<file path="src/rtl/cpu_rst_pkg.sv">
package cpu_rst_pkg;

  typedef enum logic {
    ST_HOLD = 1'b0,
    ST_RUN  = 1'b1
  } sup_state_e;

  typedef enum logic {
    CAUSE_POWER  = 1'b0,
    CAUSE_LOCKUP = 1'b1
  } rst_cause_e;

endpackage

</file>
<file path="src/rtl/rst_release_sync.sv">
// Asynchronous assertion, synchronous release of the block reset.
module rst_release_sync #(
  parameter int STAGES = 2
) (
  input  logic clk,
  input  logic arst_n,
  output logic rst_sync_n
);

  logic [STAGES-1:0] chain_q;
  logic [STAGES-1:0] chain_d;

  generate
    if (STAGES > 1) begin : g_multi
      always_comb chain_d = {chain_q[STAGES-2:0], 1'b1};
    end else begin : g_single
      always_comb chain_d = 1'b1;
    end
  endgenerate

  always_ff @(posedge clk or negedge arst_n) begin
    if (!arst_n) chain_q <= '0;
    else         chain_q <= chain_d;
  end

  assign rst_sync_n = chain_q[STAGES-1];

endmodule

</file>
<file path="src/rtl/rst_edge_sync.sv">
// Synchronises an asynchronous line and flags any change of level.
module rst_edge_sync #(
  parameter int STAGES = 2
) (
  input  logic clk,
  input  logic rst_n,
  input  logic din,
  output logic edge_o
);

  logic [STAGES-1:0] sync_q;
  logic [STAGES-1:0] sync_d;
  logic              last_q;
  logic              last_d;

  generate
    if (STAGES > 1) begin : g_multi
      always_comb sync_d = {sync_q[STAGES-2:0], din};
    end else begin : g_single
      always_comb sync_d = din;
    end
  endgenerate

  always_comb last_d = sync_q[STAGES-1];

  always_ff @(posedge clk or negedge rst_n) begin
    if (!rst_n) begin
      sync_q <= '0;
      last_q <= 1'b0;
    end else begin
      sync_q <= sync_d;
      last_q <= last_d;
    end
  end

  assign edge_o = sync_q[STAGES-1] ^ last_q;

endmodule

</file>
<file path="src/rtl/rst_tick_counter.sv">
// Counts enable strobes modulo LIMIT; clear has priority.
module rst_tick_counter #(
  parameter int LIMIT = 8
) (
  input  logic clk,
  input  logic rst_n,
  input  logic clr,
  input  logic adv,
  output logic at_last
);

  localparam int CW = (LIMIT > 1) ? $clog2(LIMIT) : 1;
  localparam logic [CW-1:0] LAST_VAL = CW'(LIMIT - 1);

  logic [CW-1:0] cnt_q;
  logic [CW-1:0] cnt_d;

  always_comb begin
    cnt_d = cnt_q;
    if (clr) begin
      cnt_d = '0;
    end else if (adv) begin
      if (cnt_q == LAST_VAL) cnt_d = '0;
      else                   cnt_d = cnt_q + CW'(1);
    end
  end

  always_ff @(posedge clk or negedge rst_n) begin
    if (!rst_n) cnt_q <= '0;
    else        cnt_q <= cnt_d;
  end

  assign at_last = (cnt_q == LAST_VAL);

endmodule

</file>
<file path="src/rtl/cpu_reset_supervisor.sv">
module cpu_reset_supervisor #(
  parameter int HOLD_TICKS  = 3,
  parameter int WD_TICKS    = 8,
  parameter int SYNC_STAGES = 2
) (
  input  logic clk,
  input  logic arst_n,
  input  logic pwr_good,
  input  logic slow_tick,
  input  logic wd_tick,
  input  logic irq_mon,
  output logic cpu_rst_n,
  output logic rst_cause
);

  import cpu_rst_pkg::*;

  logic       rst_int_n;
  logic       irq_edge;
  logic       hold_last;
  logic       wd_last;
  logic       hold_clr;
  logic       hold_adv;
  logic       wd_clr;
  logic       wd_adv;
  logic       hold_done;
  logic       wd_expire;
  sup_state_e state_q;
  sup_state_e state_d;
  rst_cause_e cause_q;
  rst_cause_e cause_d;

  rst_release_sync #(.STAGES(2)) u_rst_sync (
    .clk        (clk),
    .arst_n     (arst_n),
    .rst_sync_n (rst_int_n)
  );

  rst_edge_sync #(.STAGES(SYNC_STAGES)) u_irq_sync (
    .clk    (clk),
    .rst_n  (rst_int_n),
    .din    (irq_mon),
    .edge_o (irq_edge)
  );

  // Reset-interval counter: runs on slow strobes only while held and powered.
  always_comb begin
    hold_clr = (state_q == ST_RUN) || !pwr_good;
    hold_adv = (state_q == ST_HOLD) && pwr_good && slow_tick;
  end

  rst_tick_counter #(.LIMIT(HOLD_TICKS)) u_hold_cnt (
    .clk     (clk),
    .rst_n   (rst_int_n),
    .clr     (hold_clr),
    .adv     (hold_adv),
    .at_last (hold_last)
  );

  // Lock-up counter: frozen and cleared while reset is asserted.
  always_comb begin
    wd_clr = (state_q == ST_HOLD) || !pwr_good || irq_edge;
    wd_adv = (state_q == ST_RUN) && wd_tick;
  end

  rst_tick_counter #(.LIMIT(WD_TICKS)) u_wd_cnt (
    .clk     (clk),
    .rst_n   (rst_int_n),
    .clr     (wd_clr),
    .adv     (wd_adv),
    .at_last (wd_last)
  );

  always_comb begin
    hold_done = hold_adv && hold_last;
    wd_expire = wd_adv && wd_last && !irq_edge;
  end

  // Next state and cause.
  always_comb begin
    state_d = state_q;
    cause_d = cause_q;
    unique case (state_q)
      ST_HOLD: begin
        if (!pwr_good)      cause_d = CAUSE_POWER;
        else if (hold_done) state_d = ST_RUN;
      end
      ST_RUN: begin
        if (!pwr_good) begin
          state_d = ST_HOLD;
          cause_d = CAUSE_POWER;
        end else if (wd_expire) begin
          state_d = ST_HOLD;
          cause_d = CAUSE_LOCKUP;
        end
      end
      default: state_d = ST_HOLD;
    endcase
  end

  always_ff @(posedge clk or negedge rst_int_n) begin
    if (!rst_int_n) begin
      state_q <= ST_HOLD;
      cause_q <= CAUSE_POWER;
    end else begin
      state_q <= state_d;
      cause_q <= cause_d;
    end
  end

  assign cpu_rst_n = (state_q == ST_RUN);
  assign rst_cause = cause_q;

endmodule

</file>
<file path="config.mk">
export PLATFORM = sky130hd
export DESIGN_NAME = cpu_reset_supervisor
export DESIGN_NICKNAME = d
export VERILOG_FILES = /design/src/rtl/cpu_rst_pkg.sv /design/src/rtl/rst_release_sync.sv /design/src/rtl/rst_edge_sync.sv /design/src/rtl/rst_tick_counter.sv /design/src/rtl/cpu_reset_supervisor.sv
export SDC_FILE = /design/constraint.sdc
export NUM_CORES = 1
export LEC_CHECK = 0
export BUFFER_PORTS_ARGS = -buffer_cell sky130_fd_sc_hd__buf_2
export CORE_AREA = 2 2 39 41
export DETAILED_ROUTE_END_ITERATION = 6
export DIE_AREA = 0 0 41 43
export PLACE_DENSITY = 0.54
export SETUP_SLACK_MARGIN = 0.1
export SLEW_MARGIN = 20
export SYNTH_ARGS = -nofsm -noshare
export SYNTH_HDL_FRONTEND = slang
export SYNTH_SLANG_ARGS = --single-unit
</file>
<file path="constraint.sdc">
create_clock -name clk -period 1 [get_ports clk]
set_clock_uncertainty 0.1 [all_clocks]
set_input_delay 0.2 -clock clk [delete_from_list [all_inputs] [get_ports clk]]
set_output_delay 0.2 -clock clk [all_outputs]
set_load 0.02 [all_outputs]
</file>
* Yosys cells after proc, flatten, opt, wreduce, memory -nomap -nowiden
Cells that the tools add are included.
Word-level totals: bits in registers 12, bits in latches 0, memory bits (writable) 0, ROM bits 0, input port bits 6, output and inout bits 2, memories 0
Cells by class: $add $sub $neg 2, multipliers 0, div/mod/pow operators 0, magnitude comparators 0, eq/ne operators 4, shifts and indexed selects 0, mux-type cells 15, bitwise gates (word level) 2, reductions and logical operators 14
Operators by type and width (number):
- $mux W3 | 3
- $mux W1 | 7
- $logic_and A1 B1 Y1 | 6
- $mux W2 | 3
- $pmux W1 S2 | 2
- $reduce_bool A2 Y1 | 2
- $add A3 B1 Y3 const B | 1
- $eq A3 B3 Y1 const B | 1
- $logic_or A1 B1 Y1 | 3
- $ne A3 B3 Y1 const B | 1
- $add A2 B1 Y2 const B | 1
- $eq A2 B2 Y1 const B | 1
- $logic_not A1 Y1 | 2
- $ne A2 B2 Y1 const B | 1
- $reduce_and A2 Y1 | 1
- $not A1 Y1 | 1
- $xor A1 B1 Y1 | 1

* Depth between registers and ports, before layout
word-level depth 7, depth in mapped cells 4, gate-level depth less buffers 4

* Hierarchy
From an unflattened synthesis, not the netlist that was laid out.
Unflattened totals: cells, all modules 39, area, all modules 496.7 µm²
By module, submodules not included:
- rst_tick_counter (u_wd_cnt) | times used 1, cells each 12, area each 151.4 µm², sequential area each 75.1 µm²
- cpu_reset_supervisor | times used 1, cells each 11, area each 112.6 µm², sequential area each 50.0 µm²
- rst_tick_counter (u_hold_cnt) | times used 1, cells each 9, area each 95.1 µm², sequential area each 50.0 µm²
- rst_edge_sync | times used 1, cells each 4, area each 83.8 µm², sequential area each 75.1 µm²
- rst_release_sync | times used 1, cells each 3, area each 53.8 µm², sequential area each 50.0 µm²

* Least setup slack after synthesis
OpenSTA, ideal clock, no wires.
path type flip-flop to flip-flop, start reg u_wd_cnt.cnt_q[0], end reg u_wd_cnt.cnt_q[0], library setup time 0.087 ns, arrival 1.268 ns, setup slack -0.455 ns, stages on the path, launching flop included 5, cells stage by stage dfrtp_1 -> ha_1 -> ha_1 -> or3b_1 -> a211oi_2
Between the ends: word-level cells in the longest chain between the ends 4
RTL lines:
- start: declaration | RTL line rst_tick_counter.sv:15 | logic [CW-1:0] cnt_q;
- start signal: assignment | RTL line rst_tick_counter.sv:30 | else cnt_q <= cnt_d;
- $add A3 B1 Y3 / $eq A3 B3 Y1 (equally long branches) | RTL line rst_tick_counter.sv:24, rst_tick_counter.sv:23
- $mux W3 * | RTL line rst_tick_counter.sv:23 | if (cnt_q == LAST_VAL) cnt_d = '0;
- $mux W3 * | RTL line rst_tick_counter.sv:22 | end else if (adv) begin
- $mux W3 * | RTL line rst_tick_counter.sv:20 | if (clr) begin
Every way passes the cells marked *; elsewhere a longest branch is shown, timed or not. The select of a mux whose other input is x is not followed. A chain may end at the register's enable or synchronous reset.

* Worst setup path in the final report
Same ends and word-level chain as after synthesis.

==> results_dict.tcl <==
set metrics [dict create \
    status "complete, but fails checks" \
    violations "negative setup slack" \
    die_w_um 41 \
    cts_tree "built" \
    multi_input_area_um2 243 \
    synth_nets 45 \
    clk_pin_slew_ps 80 \
    ys_seq_area_share_pct 62.3 \
    dieArea_um2 1760 \
    antennaDiodeCount 0 \
    first_pass_iters 4 \
    hpwlAfterDp_um 661 \
    cts.sinks 12 \
    synth_flop_cell "dfrtp_1" \
    place_congestion 0.607 \
    fmax_ghz 0.673 \
    netlist_instances 37 \
    crit_fanout 2 \
    startpoint "u_wd_cnt.cnt_q[0]" \
    path_class "flop to flop" \
    setup_viol 8 \
    worst_setup_path_start_kind "flop" \
    worstSkewPairLatency_ps 260 \
    r2r_cells 4 \
    io_pins 8 \
    port_buffers 7 \
    antenna_left 0 \
    timing.rr.end "u_wd_cnt.cnt_q[0]" \
    layout.cells.non_filler 79 \
    rows 14 \
    grt_max_degree 11 \
    yosysMostFrequentCell "dfrtp_1" \
    synth_edf_count 0 \
    htree_levels 1 \
    async_reset_ff_share_pct 100 \
    root_buffer "clkbuf_4" \
    required_ps 1080 \
    cp.arrival_ps 1570 \
    endpoint_kind "flop" \
    ys_seq_elements 12 \
    synth_top_cell_area_share_pct 62.3 \
    cap_violations 0 \
    hold_viol 0 \
    area_growth_pct 62.1 \
    yosys_warnings 0 \
    drt-met1-wl_um 401 \
    met3_length_um 34 \
    power.density_nw_per_um2 1270 \
    r2r_slack_ps -480 \
    hold_path_class "flop to async pin" \
    met2_length_um 499 \
    antenna_found_initial 0 \
    rsz0062_at_grt "true" \
    yosys-top-cells-count "12 x dfrtp_1, 4 x nand2b_1" \
    first_global_vias 390 \
    grt_remaining_overflow 0 \
    postPlaceCellArea_um2 611 \
    r2r_start "u_wd_cnt.cnt_q[0]" \
    clockBufferDepth 2 \
    routed_wl_um 935 \
    via_per_inst 4.78 \
    core-area_um2 1380 \
    synth_area_leaders "dfrtp_1 62%, ha_1 5.2%, nand2b_1 5.2%, mux2i_1 4.2%, a211oi_2 2.6%" \
    grt_usage_pct 13.9 \
    ys_types 18 \
    avgSynthCellArea_um2 13.0 \
    cts_buffers 3 \
    power_uw 993 \
    drt-initial-drc-count 6 \
    drc 0 \
    stdcell_area_um2 781 \
    n_fill_cell 112 \
    grt_pass1_wl_mm 1.61 \
    fin_crit_ps 1480 \
    synth_area_um2 482 \
    finalCritPeriodShare_pct 148 \
    die_height_um 43 \
    post-place-ws_ps -502 \
    vias 378 \
    finalNetCount 72 \
    slew_viol_final 0 \
    yosysTopAreaCell "dfrtp_1" \
    register_area_um2 302 \
    place_inst 66 \
    fin_util_pct 56.4 \
    drive_gt1_share_pct 55.6 \
    routed.top_layer "met3" \
    peakVddDrop_mv 1.13 \
    wl_per_cell_um 11.8 \
    power_leakage_nw 0.353 \
    worst_slack_ps -485 \
    initial_core_util_pct 34.8 \
]
-- metrics by stage --
stage                     setup TNS, ps  hold slack (ps)
after floorplan                    -880             -196
after global placement            -1250             -116
after detailed placement          -1470             -110
after CTS                         -1940             85.7
after global routing              -2240             96.8
final                             -1830             67.6
-- worst max-delay path by stage --
stage                                    to  slack (ps)  cells after the start
after CTS                 u_wd_cnt.cnt_q[0]        -500                      4
after global routing      u_wd_cnt.cnt_q[0]        -540                      4
after floorplan           u_wd_cnt.cnt_q[0]        -440                      4
after global placement    u_wd_cnt.cnt_q[0]        -450                      4
final                     u_wd_cnt.cnt_q[0]        -480                      4
after detailed placement  u_wd_cnt.cnt_q[0]        -500                      4
-- placed cells by master (no fill, tap or decap) --
master         instances
dfrtp_1               11
buf_4                  9
buf_6                  6
buf_2                  5
nand2b_1               3
clkbuf_4               3
nand2_1                2
a21oi_2                2
mux2i_1                2
nor3_1                 2
ha_4                   2
dlygate4sd3_1          2
xor2_2                 1
nand3_2                1
nand4b_1               1
a2bb2oi_2              1
nand3b_1               1
nand2b_4               1
nand4_1                1
o21ai_1                1
or3b_4                 1
or3b_1                 1
a211oi_2               1
clkbuf_8               1
dfrtp_2                1
conb_1                 1
-- power breakdown --
group          internal (mW)  total (mW)  switching, mW
logic                 0.0575      0.0971         0.0396
registers              0.502       0.518         0.0163
clock network          0.221       0.378          0.157
-- routing by layer --
metal / track usage [%] / up-vias
met5: 0 / -
met4: 6.00 / 0
met3: 4.71 / 0
met2: 22.5 / 7
met1: 15.7 / 188
li1: - / 183
-- state kept, by name, summed over array words and instances (netlist names) --
signal	flops
cpu_rst_n	1
u_irq_sync.last_q	1
u_wd_cnt.cnt_q	3
rst_cause	1
u_rst_sync.chain_q	2
u_hold_cnt.cnt_q	2
u_irq_sync.sync_q	2
-- logic make-up (layout without fill, tap and decap cells) --
| logic type | count (synthesis) | count (layout) | synth area share, % |
|---|---|---|---|
| multiplexers | 2 | 2 | 4.16 |
| AO/OA/AOI/OAI | 5 | 5 | 7.53 |
| AND/OR/NAND/NOR | 14 | 14 | 18.2 |
| buffers and inverters | 0 | 26 | 0 |
| flip-flops | 12 | 12 | 62.3 |
| other | 1 | 1 | 0.778 |
| XOR/XNOR | 1 | 1 | 1.82 |
| adder cells (fa/ha/maj) | 2 | 2 | 5.19 |
-- area by class of cell --
cell class                      count  area share (%)
Sequential cell                    12            38.6
Tap cell                           16            2.56
Timing Repair Buffer               22            23.1
Clock buffer                        4            4.65
Multi-Input combinational cell     25            31.1
-- what timing repair did --
item / 4_1_cts / 5_1_grt
endpoints found under the hold margin: 3 / 0
setup endpoints to repair: 9 / 9
setup buffers: 5 / 2
hold buffers: 2 / 0
gates resized for setup: 12 / 2
pin swaps: 5 / 1
-- critical path: stages, from the launching register on --
cell,delay (ps)
dfrtp_1,410
ha_4,180
ha_4,140
or3b_1,380
a211oi_2,190
(Power assumes the default switching activity.)
